[src/rtl/efs_pkg.sv]
package efs_pkg;

   // Position of the next bit relative to the predicted frame boundary
   typedef enum logic [1:0] {
      WIN_OUT   = 2'd0,
      WIN_EARLY = 2'd1,
      WIN_EXACT = 2'd2,
      WIN_LATE  = 2'd3
   } win_cls_e;

endpackage

[src/rtl/efs_pattern_det.sv]
module efs_pattern_det #(
   parameter int RUN_LEN  = 11,
   parameter bit BOTH_POL = 1'b1
) (
   input  logic clk,
   input  logic rst_n,
   input  logic bit_en,
   input  logic bit_in,
   output logic det
);
   localparam int SYNC_LEN = 2 * RUN_LEN + 2;
   localparam logic [SYNC_LEN-1:0] PAT =
      {1'b0, {RUN_LEN{1'b1}}, {RUN_LEN{1'b0}}, 1'b1};

   logic [SYNC_LEN-2:0] hist_q;
   logic [SYNC_LEN-1:0] view_w;
   logic                hit_pos;
   logic                hit_neg;

   assign view_w  = {hist_q, bit_in};
   assign hit_pos = (view_w == PAT);

   generate
      if (BOTH_POL) begin : g_both
         assign hit_neg = (view_w == ~PAT);
      end else begin : g_single
         assign hit_neg = 1'b0;
      end
   endgenerate

   always_ff @(posedge clk or negedge rst_n) begin
      if (!rst_n)      hist_q <= '0;
      else if (bit_en) hist_q <= view_w[SYNC_LEN-2:0];
   end

   assign det = bit_en & (hit_pos | hit_neg);


   no_adjacent_sync_chk: assert property (@(posedge clk) disable iff (!rst_n)
      det |=> !det);

endmodule

[src/rtl/efs_bit_counter.sv]
module efs_bit_counter #(
   parameter int FRAME_BITS = 588
) (
   input  logic                          clk,
   input  logic                          rst_n,
   input  logic                          bit_en,
   input  logic                          load,
   output logic [$clog2(FRAME_BITS)-1:0] npos
);
   localparam int PW = $clog2(FRAME_BITS);
   localparam logic [PW-1:0] LAST = PW'(FRAME_BITS - 1);

   logic [PW-1:0] pos_q;

   assign npos = (pos_q == LAST) ? '0 : pos_q + 1'b1;

   always_ff @(posedge clk or negedge rst_n) begin
      if (!rst_n)      pos_q <= '0;
      else if (bit_en) pos_q <= load ? '0 : npos;
   end


   pos_range_chk: assert property (@(posedge clk) disable iff (!rst_n)
      pos_q <= LAST);


   pos_hold_chk: assert property (@(posedge clk) disable iff (!rst_n)
      !bit_en |=> $stable(pos_q));

endmodule

[src/rtl/efs_window.sv]
module efs_window
   import efs_pkg::*;
#(
   parameter int FRAME_BITS = 588,
   parameter int WIN        = 3
) (
   input  logic [$clog2(FRAME_BITS)-1:0] npos,
   output win_cls_e                      cls
);
   generate
      if (WIN > 0) begin : g_win
         always_comb begin
            if (npos == '0)                        cls = WIN_EXACT;
            else if (int'(npos) <= WIN)            cls = WIN_LATE;
            else if (int'(npos) >= FRAME_BITS-WIN) cls = WIN_EARLY;
            else                                   cls = WIN_OUT;
         end
      end else begin : g_exact
         always_comb cls = (npos == '0) ? WIN_EXACT : WIN_OUT;
      end
   endgenerate

endmodule

[src/rtl/efs_lock_ctrl.sv]
module efs_lock_ctrl
   import efs_pkg::*;
#(
   parameter int LOCK_HITS = 3,
   parameter int MISS_MAX  = 8
) (
   input  logic     clk,
   input  logic     rst_n,
   input  logic     bit_en,
   input  logic     det,
   input  win_cls_e cls,
   output logic     load,
   output logic     frame_start,
   output logic     sync_match,
   output logic     locked
);
   localparam int HW = $clog2(LOCK_HITS + 1);
   localparam int MW = $clog2(MISS_MAX + 1);

   logic [HW-1:0] hit_q, hit_d;
   logic [MW-1:0] miss_q, miss_inc;
   logic          locked_q, pend_q, fs_q, sm_q;
   logic          on_grid, acq, free_wrap, accept, realign, insert;
   logic          lock_now, drop;

   always_comb begin
      on_grid   = det && (cls == WIN_EXACT);
      acq       = !locked_q && det;
      free_wrap = !locked_q && bit_en && !det && (cls == WIN_EXACT);
      accept    = locked_q && det && (cls == WIN_EARLY || cls == WIN_EXACT);
      realign   = locked_q && det && (cls == WIN_LATE) && pend_q;
      insert    = locked_q && bit_en && !det && (cls == WIN_EXACT);
      hit_d     = (on_grid && hit_q != '0) ? hit_q + 1'b1 : HW'(1);
      lock_now  = acq && (hit_d == HW'(LOCK_HITS));
      miss_inc  = miss_q + 1'b1;
      drop      = insert && (miss_inc == MW'(MISS_MAX));
   end

   assign load = acq | accept | realign;

   always_ff @(posedge clk or negedge rst_n) begin
      if (!rst_n) begin
         hit_q    <= '0;
         miss_q   <= '0;
         locked_q <= 1'b0;
         pend_q   <= 1'b0;
         fs_q     <= 1'b0;
         sm_q     <= 1'b0;
      end else begin
         fs_q <= acq | accept | insert | free_wrap;
         sm_q <= on_grid;
         if (!locked_q) begin
            pend_q <= 1'b0;
            if (acq)            hit_q <= lock_now ? '0 : hit_d;
            else if (free_wrap) hit_q <= '0;
            if (lock_now) begin
               locked_q <= 1'b1;
               miss_q   <= '0;
            end
         end else begin
            if (accept || realign) begin
               miss_q <= '0;
               pend_q <= 1'b0;
            end else if (insert) begin
               if (drop) begin
                  locked_q <= 1'b0;
                  miss_q   <= '0;
                  pend_q   <= 1'b0;
               end else begin
                  miss_q <= miss_inc;
                  pend_q <= 1'b1;
               end
            end else if (bit_en && cls == WIN_OUT) begin
               pend_q <= 1'b0;
            end
         end
      end
   end

   assign frame_start = fs_q;
   assign sync_match  = sm_q;
   assign locked      = locked_q;


   lock_gain_chk: assert property (@(posedge clk) disable iff (!rst_n)
      $rose(locked_q) |-> sm_q);


   lock_loss_chk: assert property (@(posedge clk) disable iff (!rst_n)
      $fell(locked_q) |-> (fs_q && !sm_q));


   match_strobe_chk: assert property (@(posedge clk) disable iff (!rst_n)
      sm_q |-> fs_q);


   miss_bound_chk: assert property (@(posedge clk) disable iff (!rst_n)
      miss_q < MW'(MISS_MAX));


   strobe_needs_bit_chk: assert property (@(posedge clk) disable iff (!rst_n)
      fs_q |-> $past(bit_en));

endmodule

[src/rtl/efs_frame_sync.sv]
module efs_frame_sync
   import efs_pkg::*;
#(
   parameter int RUN_LEN    = 11,
   parameter int FRAME_BITS = 588,
   parameter int WIN        = 3,
   parameter int LOCK_HITS  = 3,
   parameter int MISS_MAX   = 8,
   parameter bit BOTH_POL   = 1'b1
) (
   input  logic clk,
   input  logic rst_n,
   input  logic bit_en,
   input  logic bit_in,
   output logic frame_start,
   output logic sync_match,
   output logic locked
);
   localparam int SYNC_LEN = 2 * RUN_LEN + 2;
   localparam int PW       = $clog2(FRAME_BITS);

   generate
      if (RUN_LEN < 2)
         $error("RUN_LEN must be at least 2");
      if (FRAME_BITS < 2 * SYNC_LEN)
         $error("FRAME_BITS must hold at least two sync words");
      if (WIN < 0 || 2 * WIN + 1 >= SYNC_LEN)
         $error("WIN must be non-negative and narrower than a sync word");
      if (LOCK_HITS < 1 || MISS_MAX < 1)
         $error("LOCK_HITS and MISS_MAX must be at least 1");
   endgenerate

   logic          det;
   logic          load;
   logic [PW-1:0] npos;
   win_cls_e      cls;

   efs_pattern_det #(.RUN_LEN(RUN_LEN), .BOTH_POL(BOTH_POL)) u_det (
      .clk(clk), .rst_n(rst_n), .bit_en(bit_en), .bit_in(bit_in), .det(det)
   );

   efs_bit_counter #(.FRAME_BITS(FRAME_BITS)) u_cnt (
      .clk(clk), .rst_n(rst_n), .bit_en(bit_en), .load(load), .npos(npos)
   );

   efs_window #(.FRAME_BITS(FRAME_BITS), .WIN(WIN)) u_win (
      .npos(npos), .cls(cls)
   );

   efs_lock_ctrl #(.LOCK_HITS(LOCK_HITS), .MISS_MAX(MISS_MAX)) u_ctrl (
      .clk(clk), .rst_n(rst_n), .bit_en(bit_en), .det(det), .cls(cls),
      .load(load), .frame_start(frame_start), .sync_match(sync_match),
      .locked(locked)
   );

endmodule

[config.mk]
export PLATFORM = sky130hd
export DESIGN_NAME = efs_frame_sync
export DESIGN_NICKNAME = d
export VERILOG_FILES = /design/src/rtl/efs_pkg.sv /design/src/rtl/efs_pattern_det.sv /design/src/rtl/efs_bit_counter.sv /design/src/rtl/efs_window.sv /design/src/rtl/efs_lock_ctrl.sv /design/src/rtl/efs_frame_sync.sv
export SDC_FILE = /design/constraint.sdc
export NUM_CORES = 1
export LEC_CHECK = 0
export BUFFER_PORTS_ARGS = -buffer_cell sky130_fd_sc_hd__buf_2
export CAP_MARGIN = 40
export CORE_ASPECT_RATIO = 1.5
export CORE_MARGIN = 2
export CORE_UTILIZATION = 66
export DETAILED_ROUTE_END_ITERATION = 12
export GPL_TIMING_DRIVEN = 0
export PLACE_DENSITY = 0.84
export SKIP_CTS_REPAIR_TIMING = 1
export SYNTH_ARGS = -nofsm -noshare
export SYNTH_HDL_FRONTEND = slang
export SYNTH_HIERARCHICAL = 1
export SYNTH_SLANG_ARGS = --single-unit
export TNS_END_PERCENT = 50
[constraint.sdc]
create_clock -name clk -period 7.9 [get_ports clk]
set_input_delay 1.975 -clock clk [delete_from_list [all_inputs] [get_ports clk]]
set_output_delay 1.975 -clock clk [all_outputs]
set_load 0.01 [all_outputs]
; ---- After elaboration in Yosys (flattened, before gate mapping)
; Index checks and enable logic that the tools add are counted.
[word_totals]
register_bits = 43
mem_count = 0
rom_bits = 0
latch_bits = 0
inputBits = 4
ramBits = 0
[classes]
bitwise_logic = 7
shifts = 0
order_cmp = 2
eq_ne = 10
div = 0
add_sub_neg = 3
multipliers = 0
muxes = 23
reduce_logical = 27
[op_table]
columns = operator, n
row1 = "24-bit by 23-bit equality test with 1-bit output, second input constant", 1
row2 = "24-bit equality test, second input constant", 1
row3 = 10-bit 2-to-1 mux, 2
row4 = 4-bit 2-to-1 mux, 5
row5 = 1-bit logical AND, 16
row6 = 2-bit 2-to-1 mux, 6
row7 = "10-bit by 1-bit adder with 10-bit output, second input constant", 1
row8 = "10-bit equality test, second input constant", 1
row9 = "10-bit >= comparator, second input constant", 1
row10 = "10-bit by 2-bit less-or-equal comparator with 1-bit output, second input constant", 1
row11 = 10-bit zero test, 1
row12 = 1-bit 2-to-1 mux, 10
row13 = "2-bit equality test, second input constant", 3
row14 = 2-bit nonzero test, 3
row15 = 1-bit OR, 5
row16 = "4-bit by 1-bit adder with 4-bit output, second input constant", 1
row17 = "4-bit equality test, second input constant", 1
row18 = "4-bit != test, second input constant", 1
row19 = 2-bit AND reduction, 2
row20 = "3-bit != test, second input constant", 1
row21 = "2-bit by 1-bit adder with 2-bit output, second input constant", 1
row22 = "2-bit by 1-bit equality test with 1-bit output, second input constant", 1
row23 = 1-bit zero test, 2
row24 = 2-bit zero test, 1
row25 = 3 further kinds, 4

; ---- Longest topological paths before layout
[depth]
ltp_word = 14
mapped_depth = 16

; ---- Modules after synthesis
; Netlist, hierarchy kept.
[modules_own_cells]
columns = module, instances, seq_area_each_um2, area_per_inst_um2, cells_per_inst
row1 = efs_pattern_det, 1, 575.6, 992.2, 68
row2 = efs_bit_counter, 1, 250.2, 683.2, 72
row3 = efs_lock_ctrl, 1, 250.2, 614.3, 62
row4 = efs_window, 1, 0.0, 63.8, 10

; ---- Worst setup path after synthesis
; No wires, ideal clock.
[synth_path]
kind = in2reg
start = input bit_en
end = register u_ctrl.miss_q[3]
required_time_ns = 7.820
cell_stages = 9
path_buffers = 2
t_arrival_ns = 3.848
setup_slack_ns = 3.971
cell_sequence = buf_2 nand4bb_1 or4_1 o22ai_1 and3b_1 buf_6 a211oi_4 o21ai_1 o211ai_2
[synth_via]
elab_chain_cells = 9
[synth_lines]
columns = item, line_no
row1 = "start, declared", efs_frame_sync.sv:13  ; input logic bit_en,
row2 = 1-bit bitwise AND *, efs_pattern_det.sv:36  ; assign det = bit_en & (hit_pos | hit_neg);
row3 = net det, efs_frame_sync.sv:33  ; logic det;
row4 = 1-bit zero test, efs_lock_ctrl.sv:32  ; insert = locked_q && bit_en && !det && (cls == WIN_EXACT);
row5 = 1-bit logical AND (2 in series), efs_lock_ctrl.sv:32
row6 = 1-bit logical AND, efs_lock_ctrl.sv:36  ; drop = insert && (miss_inc == MW'(MISS_MAX));
row7 = 4-bit 2-to-1 mux, efs_lock_ctrl.sv:65  ; if (drop) begin
row8 = 4-bit 2-to-1 mux, efs_lock_ctrl.sv:64  ; end else if (insert) begin
row9 = 4-bit 2-to-1 mux, efs_lock_ctrl.sv:61  ; if (accept || realign) begin
row10 = 4-bit 2-to-1 mux, efs_lock_ctrl.sv:52  ; if (!locked_q) begin
row11 = "end signal, assigned", efs_lock_ctrl.sv:70  ; miss_q <= miss_inc;
row12 = "end, declared", efs_lock_ctrl.sv:21  ; logic [MW-1:0] miss_q, miss_inc;
; Mark *: on every way through the listed nets, which the timed path passes. The rest lies on a longest branch. The select of a mux whose other input is x is not followed.
; A chain may end at the register's enable or synchronous reset.

; ---- Worst setup path after layout
[layout_path]
start = input bit_en
end = register u_cnt.pos_q[7]
[layout_via]
elab_chain_cells = 6
[layout_lines]
columns = item, line_no
row1 = 1-bit bitwise AND *, efs_pattern_det.sv:36
row2 = net det, efs_frame_sync.sv:33
row3 = 1-bit logical AND, "efs_lock_ctrl.sv:30, efs_lock_ctrl.sv:31"
row4 = "1-bit logical AND, on equally long branches", "efs_lock_ctrl.sv:30, efs_lock_ctrl.sv:31"
row5 = 1-bit OR / 1-bit logical AND (equally long branches), "efs_lock_ctrl.sv:39, efs_lock_ctrl.sv:31"
row6 = 1-bit OR *, efs_lock_ctrl.sv:39  ; assign load = acq | accept | realign;
row7 = net load, efs_frame_sync.sv:34  ; logic load;
row8 = 10-bit 2-to-1 mux *, efs_bit_counter.sv:19  ; else if (bit_en) pos_q <= load ? '0 : npos;
row9 = "end signal, assigned", efs_bit_counter.sv:19
row10 = "end, declared", efs_bit_counter.sv:13  ; logic [PW-1:0] pos_q;
; Mark *: on every way through the listed nets, which the timed path passes. The rest lies on a longest branch.

==> results.md <==
- The depth of the worst register-to-register path is 16.
- The first-iteration detailed-routing DRC count is 49.
- For met2 alone, demand over resource in global routing was 44.8%.
- Global routing finished with a remaining overflow of 0.
- The type of the worst setup path is in2reg.
- In this run the most used layer during global routing was met2.
- Along the worst hold path, the cell count comes to 1.
- In this run the power density over the cells is 258 mW/mm^2.
- The row count is 26.
- By area the synthesized netlist is led by dfrtp_1 (46%), mux2_2 (11%), ha_1 (3.2%).
- The share of the cycle needed by the critical path after routing is 55.4%.
- The path with the worst hold slack has its endpoint at u_ctrl/hit_q[1].
- Once detailed placement completed, the half-perimeter wirelength came to 3.41 mm.
- After clock tree synthesis, the clock-pin slew on the worst setup and hold paths is 0.09 ns.
- The via count of the routed design is 1,711.
- In this run the most critical hold path is launched from u_ctrl/hit_q[1].
- At the end of routability-driven placement, the weighted congestion stood at 0.885.
- The clock arrives with 0.00904 ns of skew.
- In this run the static leakage power is 1.12 nW.
- The maximum number of buffers from clock root to sink is 2.
- The most critical setup path has its startpoint at bit_en.
- The fraction of layout instances using a drive strength above 1 is 24.2%.
- Using the TritonRoute via totals, the vias-per-cell ratio works out to 6.36.
- The total length of routed wires is 4.54 mm.
- The required arrival time at the worst endpoint is 8.08 ns.
- The critical path arrival is 4.55 ns.
- The startpoint of the worst-slack reg-to-reg timing path is u_cnt/pos_q[0].
- The average footprint of a synthesized cell is 11.1 sq um.
- Across the VDD grid, the largest voltage drop is 0.000202 V.
- The top achievable clock speed is 229 MHz.
- Yosys mapped a number of flops with a built-in enable equal to 0.
- The routed design could run at a clock period as short as 4.37 ns.
- From left edge to right edge, the die measures 52.8 um.
- The first global-routing pass estimated 7.61 mm of wire.
- The critical path goes through buf_2 -> buf_2 -> nand4bb_1 -> or4_1 -> o22ai_1 -> nor2b_1 -> inv_1 -> a31oi_1 -> o31ai_1.
- The overall power after layout is 0.658 mW.
- The portion of synthesized cell area occupied by the leading cell type is 45.7%.
- In this run the standard cell core region covers 0.00342 sq mm.
- The portion of the post-synthesis area used by sequential elements is 45.7%.
- The number of antenna diodes in the final layout is 0.
- The area of the die is 0.00407 sq mm.
- The count of buffers inserted at the top-level ports is 6.
- Before antenna repair, the detailed router went through 4 iterations.
- The number of global-route vias before repair is 1,723.
- The startpoint type of the worst setup path is an input pin.
- Setup violations remaining at the end of the flow were counted as 0.
- The actual transition at the worst max-transition pin is 0.794 ns.
- The detail-routed net length per standard cell is 16.9 um.
- The class of the worst hold path is reg2reg.
- The met1 track demand over resource in global routing is 28.9%.
- The number of max-slew violations in the final report came to 0.
- The async set or reset register ratio after synthesis is 100%.
- The run finished with clean final reports.
- The capture instance of the worst register-to-register path is u_cnt/pos_q[6].
- STA classifies the critical path endpoint as a flip-flop.
- Along the worst path, the maximum fanout reaches 9.
- The mapped netlist covers 0.00235 sq mm.
- The most numerous cell type found on the critical path is buf_2.
- For the worst-skew pair, the clock arrives at the later sink with an insertion delay of 0.30 ns.
- The initial utilization of the core area, before any placement, comes to 68.9%.
- The Yosys step of the flow raised 6 warnings.
- The global router's overall resource usage is 24.6%.
- In this run the tightest slew margin relative to its limit is 47.0%.
- The number of H-tree levels is 2.
- The area growth from synthesis to layout is 8.35%.
- The number of remaining DRC errors is 0.
- The top-level I/O count is 7.
- The peak per-stage delay on the critical path is 0.64 ns.
- The aggregate negative setup slack is 0 ns.
- The synthesized instance count is 212.
- The antenna violation net count after detailed routing is 0.
- TritonCTS built the clock tree.
- The library cell contributing the largest single delay on the critical path is o22ai_1.
- The most used flip-flop cell after synthesis is dfrtp_1.
- The number of nets handed over by synthesis was 222.
- Entering global routing, the biggest net connects 31 pins.
- The number of antenna violations at the first check in global routing is 0.
- The library cell with the largest summed area after synthesis is dfrtp_1.
- The post-synthesis cell type count is 54.
- The reg2reg setup slack is 4.22 ns.
- The tool flagged a number of max-cap violations equal to 0.
- The area after detailed placement is 0.00246 sq mm.
- The count of clock tree sinks is 43.
- The final design instance area without fill is 0.00255 sq mm.
- For this run, the post-layout net count is 236.
- Global routing used 3.50% of the available met3 tracks.
- The number of hold-slack violations in the final timing report is 0.
- Buffers inserted during clock tree synthesis total 5.
- The y dimension of the die is 77.1 um.
- Synthesis inferred 43 register bits.
- The root buffer cell chosen for the clock tree is clkbuf_8.
- Setup repair after global routing left no endpoint under its margin.
[cells in the final DEF, fill, tap and decap left out, types with 3 or more instances in the layout]
| master | netlist | final |
|---|---|---|
| o31ai_1 | 4 | 4 |
| nor2b_1 | 5 | 5 |
| buf_2 | 3 | 9 |
| ha_1 | 6 | 6 |
| and3_1 | 6 | 6 |
| xnor2_1 | 5 | 5 |
| o21ai_0 | 4 | 4 |
| o211ai_1 | 4 | 4 |
| mux2_2 | 23 | 23 |
| a32o_1 | 3 | 3 |
| xor2_1 | 3 | 3 |
| clkbuf_8 | 0 | 5 |
| nand2_1 | 9 | 9 |
| a21oi_1 | 4 | 4 |
| nor2_1 | 8 | 8 |
| o21ai_1 | 4 | 4 |
| inv_1 | 10 | 10 |
| nand3_1 | 9 | 9 |
| nand2b_1 | 4 | 4 |
| dfrtp_1 | 43 | 43 |
| and4b_1 | 4 | 4 |
| nand4_1 | 5 | 5 |
[per-stage QoR]
| stage | utilization, % | std cells | worst slack [ns] | hold slack [ns] |
|---|---|---|---|---|
| 3_5_place_dp | 71.9 | 261 | 3.21 | 0.500 |
| 6_report | 74.7 | 269 | 3.53 | 0.521 |
| 5_1_grt | 74.7 | 269 | 3.31 | 0.533 |
| 2_1_floorplan | - | 212 | 3.97 | 0.466 |
| 3_3_place_gp | 71.3 | 260 | 3.31 | 0.479 |
| 4_1_cts | 74.7 | 269 | 3.53 | 0.520 |
[kinds of logic after synthesis]
group	Yosys count	synth area share [%]
and+or+nand+nor	72	19.0
DFF	43	45.7
AOI/OAI and AO/OA	41	13.7
muxes	25	11.9
buffers and inverters	17	3.56
xor gates and xnor gates	8	2.98
adders and majority gates	6	3.19
[worst max path at each step]
stage / slack, ns / cells past startpoint / end
finish: 3.53 / 9 / u_cnt/pos_q[7]
floorplan: 3.97 / 9 / u_ctrl/miss_q[3]
global route: 3.31 / 9 / u_cnt/pos_q[0]
detailed placement: 3.21 / 9 / u_cnt/pos_q[8]
CTS: 3.53 / 9 / u_cnt/pos_q[8]
global placement: 3.31 / 9 / u_cnt/pos_q[0]
[worst max-delay path, delay by kind of cell]
kind	cells	cell delay (ns)
AO/OA/AOI/OAI	3	0.96
AND/OR/NAND/NOR	3	1.01
buffers and inverters	3	0.61
[cell usage after synthesis, types with 2 or more instances]
master and n:
xor2_1 3, and3_1 6, nor2_1 8, mux2_2 23, mux2i_1 2, nor4_1 2
and4_1 2, nor3_1 2, nand2b_1 4, a32o_1 3, a21o_1 2, nand3_1 9
nand4b_1 2, and3b_1 2, nand4_1 5, and2_1 2, or2_2 2, dfrtp_1 43
nand2_1 9, nor4b_1 2, o211ai_1 4, inv_1 10, buf_6 2, o31ai_1 4
o2bb2ai_1 2, a21oi_1 4, o21ai_0 4, buf_2 3, nor2b_1 5, o21ai_1 4
a31oi_1 2, xnor2_1 5, and4b_1 4, ha_1 6
[state kept, by name, summed over array words and instances (netlist names)]
| name | count |
|---|---|
| u_cnt/pos_q | 10 |
| u_ctrl/sync_match | 1 |
| u_ctrl/miss_q | 4 |
| u_det/hist_q | 23 |
| u_ctrl/pend_q | 1 |
| u_ctrl/hit_q | 2 |
| u_ctrl/locked | 1 |
| u_ctrl/frame_start | 1 |
[power by group]
part	leakage (nW)	total [mW]	switching, mW	internal, mW
sequential	0.528	0.356	0.0717	0.284
clock	0.0443	0.141	0.0777	0.0631
combinational	0.553	0.161	0.0673	0.0937
total	1.12	0.658	0.217	0.441
[per-layer routing]
layer | routed length, um | vias to the layer above
li1 | - | 821
met5 | 0 | -
met4 | 53 | 0
met1 | 1880 | 843
met3 | 112 | 6
met2 | 2490 | 41
[area by class of cell]
class | count | area, sq um
Tap cell | 42 | 52.6
Buffer | 7 | 46.3
Multi-Input combinational cell | 152 | 1190
Clock buffer | 5 | 68.8
Inverter | 10 | 37.5
Timing Repair Buffer | 7 | 50.0
Sequential cell | 43 | 1080
Fill cell | 238 | 866
Clock inverter | 3 | 25.0
Power figures use the tool's default switching activity.
